==> config.mk <==
export PLATFORM = sky130hd
export DESIGN_NAME = nrCasDivider
export DESIGN_NICKNAME = d
export VERILOG_FILES = /design/src/rtl/divArrayPkg.sv /design/src/rtl/divCasCell.sv /design/src/rtl/divCasRow.sv /design/src/rtl/divRowCtl.sv /design/src/rtl/nrCasDivider.sv
export SDC_FILE = /design/constraint.sdc
export NUM_CORES = 1
export LEC_CHECK = 0
export BUFFER_PORTS_ARGS = -buffer_cell sky130_fd_sc_hd__buf_2
export CAP_MARGIN = 40
export CORE_ASPECT_RATIO = 1.2
export CORE_MARGIN = 8
export CORE_UTILIZATION = 25
export DETAILED_ROUTE_END_ITERATION = 7
export GPL_ROUTABILITY_DRIVEN = 0
export GPL_TIMING_DRIVEN = 0
export PLACE_DENSITY_LB_ADDON = 0.25
export SETUP_SLACK_MARGIN = 0.15
export SYNTH_ARGS = -nofsm -noshare
export SYNTH_HDL_FRONTEND = slang
export SYNTH_HIERARCHICAL = 1
export SYNTH_SLANG_ARGS = --single-unit
==> constraint.sdc <==
create_clock -name vclk -period 18.5
set_clock_uncertainty 0.2 [all_clocks]
set_input_delay 2.775 -clock vclk [all_inputs]
set_output_delay 2.775 -clock vclk [all_outputs]
set_load 0.01 [all_outputs]
==> src/rtl/divArrayPkg.sv <==
package divArrayPkg;

  // Per-row operation strobes handed from the row control to the datapath.
  typedef struct packed {
    logic subtract;   // 1: add inverted divisor, 0: add divisor
    logic carryIn;    // injected into the rightmost cell
  } rowCtrl_t;

endpackage

==> src/rtl/divCasCell.sv <==
module divCasCell (
  input  logic a,
  input  logic b,
  input  logic p,
  input  logic cin,
  output logic s,
  output logic cout
);

  logic bSel;

  always_comb begin
    bSel = b ^ p;
    s    = a ^ bSel ^ cin;
    cout = ((a | cin) & bSel) | (a & cin);
  end

endmodule

==> src/rtl/divCasRow.sv <==
module divCasRow
  import divArrayPkg::*;
#(
  parameter int ROW_W = 5
) (
  input  logic [ROW_W-1:0] aIn,
  input  logic [ROW_W-1:0] bIn,
  input  rowCtrl_t         ctrl,
  output logic [ROW_W-1:0] sumOut,
  output logic             carryOut
);

  logic chain [ROW_W+1];

  assign chain[0] = ctrl.carryIn;

  for (genvar c = 0; c < ROW_W; c++) begin : g_cell
    divCasCell u_cell (
      .a   (aIn[c]),
      .b   (bIn[c]),
      .p   (ctrl.subtract),
      .cin (chain[c]),
      .s   (sumOut[c]),
      .cout(chain[c+1])
    );
  end

  assign carryOut = chain[ROW_W];

endmodule

==> src/rtl/divRowCtl.sv <==
module divRowCtl
  import divArrayPkg::*;
#(
  parameter bit IS_TOP = 1'b0
) (
  input  logic     prevCarry,
  output rowCtrl_t ctrl
);

  // The top row always subtracts. Every later row subtracts when the
  // previous partial remainder was non-negative (carry out = 1) and adds
  // otherwise. A subtraction needs a +1 at the rightmost carry input.
  always_comb begin
    ctrl.subtract = IS_TOP ? 1'b1 : prevCarry;
    ctrl.carryIn  = ctrl.subtract;
  end

endmodule

==> src/rtl/nrCasDivider.sv <==
module nrCasDivider
  import divArrayPkg::*;
#(
  parameter int DIV_W = 4
) (
  input  logic [2*DIV_W-1:0] dividend,
  input  logic [DIV_W-1:0]   divisor,
  output logic [DIV_W:0]     quotient,
  output logic [DIV_W:0]     remainder,
  output logic               divZero
);

  localparam int NUM_W = 2 * DIV_W;
  localparam int ROW_W = DIV_W + 1;
  localparam int ROWS  = DIV_W + 1;

  logic [ROW_W-1:0] rowA   [ROWS];
  logic [ROW_W-1:0] rowSum [ROWS];
  logic             rowCarry [ROWS];
  rowCtrl_t         rowCtl [ROWS];
  logic [ROW_W-1:0] divisorExt;

  assign divisorExt = {1'b0, divisor};

  for (genvar r = 0; r < ROWS; r++) begin : g_row
    if (r == 0) begin : g_top
      // Upper dividend half, with a zero sign bit, enters the top row.
      assign rowA[r] = {1'b0, dividend[NUM_W-1:DIV_W]};
      divRowCtl #(.IS_TOP(1'b1)) u_ctl (
        .prevCarry(1'b1),
        .ctrl     (rowCtl[r])
      );
    end else begin : g_lower
      // Each lower row takes the previous sum one place higher than the divisor
      // (equivalent to the divisor moving one place right) and picks up the
      // next dividend bit on the right.
      assign rowA[r] = {rowSum[r-1][ROW_W-2:0], dividend[DIV_W-r]};
      divRowCtl #(.IS_TOP(1'b0)) u_ctl (
        .prevCarry(rowCarry[r-1]),
        .ctrl     (rowCtl[r])
      );
    end

    divCasRow #(.ROW_W(ROW_W)) u_row (
      .aIn     (rowA[r]),
      .bIn     (divisorExt),
      .ctrl    (rowCtl[r]),
      .sumOut  (rowSum[r]),
      .carryOut(rowCarry[r])
    );

    assign quotient[DIV_W-r] = rowCarry[r];
  end

  assign remainder = rowSum[ROWS-1];
  assign divZero   = (divisor == '0);

endmodule

==> metrics.txt <==
status complete, no violations; total track usage about 5.8%; final setup vio count 0; mapped cell area between 800 and 900 µm²; Final Hold Fails 0; top layer in use met3; Seq Cell Count 0; syn avg cell area roughly 13 µm²; synth-to-layout area growth 25.2%; DR WL met2 about 800 µm; Crit path top cell by count fa_1; setup_tns 0 ps; Tmin final approximately 18000 ps; maxcap violations 0; clock buf count 0; fraction of layout cells with a size suffix above 1 between 40% and 50%; Met3 Routed Length roughly 150 µm; drt total wl about 1.5 mm; FF+latch area 0 µm²; Startpoint Class primary input; DR WL/cell about 12 µm; initial antenna violation count 0; crit path kind primary input to output port; Post-route DRC 0; fmax ~56 MHz; vias in the first global route 613; io pins 23; first-pass GRT wire length 2.55 mm; critical path's top delay family adder cells; RSZ-0062 raised after global routing no; Congestion Overflow GR 0; Slew Viols, Final 0; total iterations of the first detailed-routing run 2; number of synthesis warnings 6; Avg Vias per Cell just under 4; critical path arrival about 15000 ps; post-DP HPWL ~1.4 mm; Die Width slightly below 70 µm; CTS Hold Bufs 0; CP Max Fanout 6; final worst-path cycle share a little over nine tenths; Gate Count Post-Synth between 60 and 70; worst path bufs/invs 6; Die Height about 80 µm; CP max-delay cell fa_1; critical path's largest stage delay approximately 510 ps; CP Data Required Time ~16000 ps; I/O Buffers 23; Hold Crit Class primary input to output port; Fill cells between 300 and 400; DRT antenna net count 0; Core Footprint around 0.003 mm²; n_diodes 0; NumNets Final around 130; Metal-1 WL roughly 560 µm; DRT iter0 DRCs 2; FP Rows 22; Vias about 510; die area between 0.005 and 0.006 mm²; Critical Path End Type output port; largest net degree at the start of global routing 7; starting density of the core 26.4%
## cell usage in the layout (no fill, tap or decap)
cell type	count
buf_2	22
buf_4	11
conb_1	8
fa_1	17
fa_2	8
nor4_2	1
xor2_1	25
## through the flow
| step | setup WS [ps] | utilization, % | cells | cell area [µm²] | hold slack (ps) |
|---|---|---|---|---|---|
| floorplan | 624 | - | 69 | 837 | 5380 |
| global placement | 31.6 | 32.3 | 128 | 997 | 5720 |
| detailed placement | -69.7 | 32.3 | 128 | 997 | 5720 |
| CTS | 198 | 32.7 | 128 | 1010 | 5700 |
| global route | 194 | 33.1 | 128 | 1020 | 5710 |
| finish | 657 | 33.1 | 128 | 1020 | 5690 |
## final cells by class
cell class | count | area [µm²] | area share (%)
Multi-Input combinational cell | 59 | 782 | 76.7
Timing Repair Buffer | 23 | 118 | 11.5
Buffer | 10 | 75.1 | 7.36
Tap cell | 36 | 45.0 | 4.42
## path summary, 6_finish.rpt
path	to	start	cells after the start
setup / recovery	remainder[4]	divisor[0]	36
hold / removal	divZero	divisor[0]	3
## per-layer routing
layer / GRT usage [%] / up-vias
met3: 0.994 / 0
met1: 6.77 / 258
li1: - / 226
met5: 0 / -
met4: 0 / 0
met2: 10.9 / 21
## what timing repair did
item                                    in CTS  in global routing
endpoints found under the setup margin       2                  2
buffers inserted                             0                  0
gates resized for setup                      4                  5
Power is left out: the tool's default activity adds up to more than one toggle a clock period on the data nets, which glitch-free logic cannot reach.
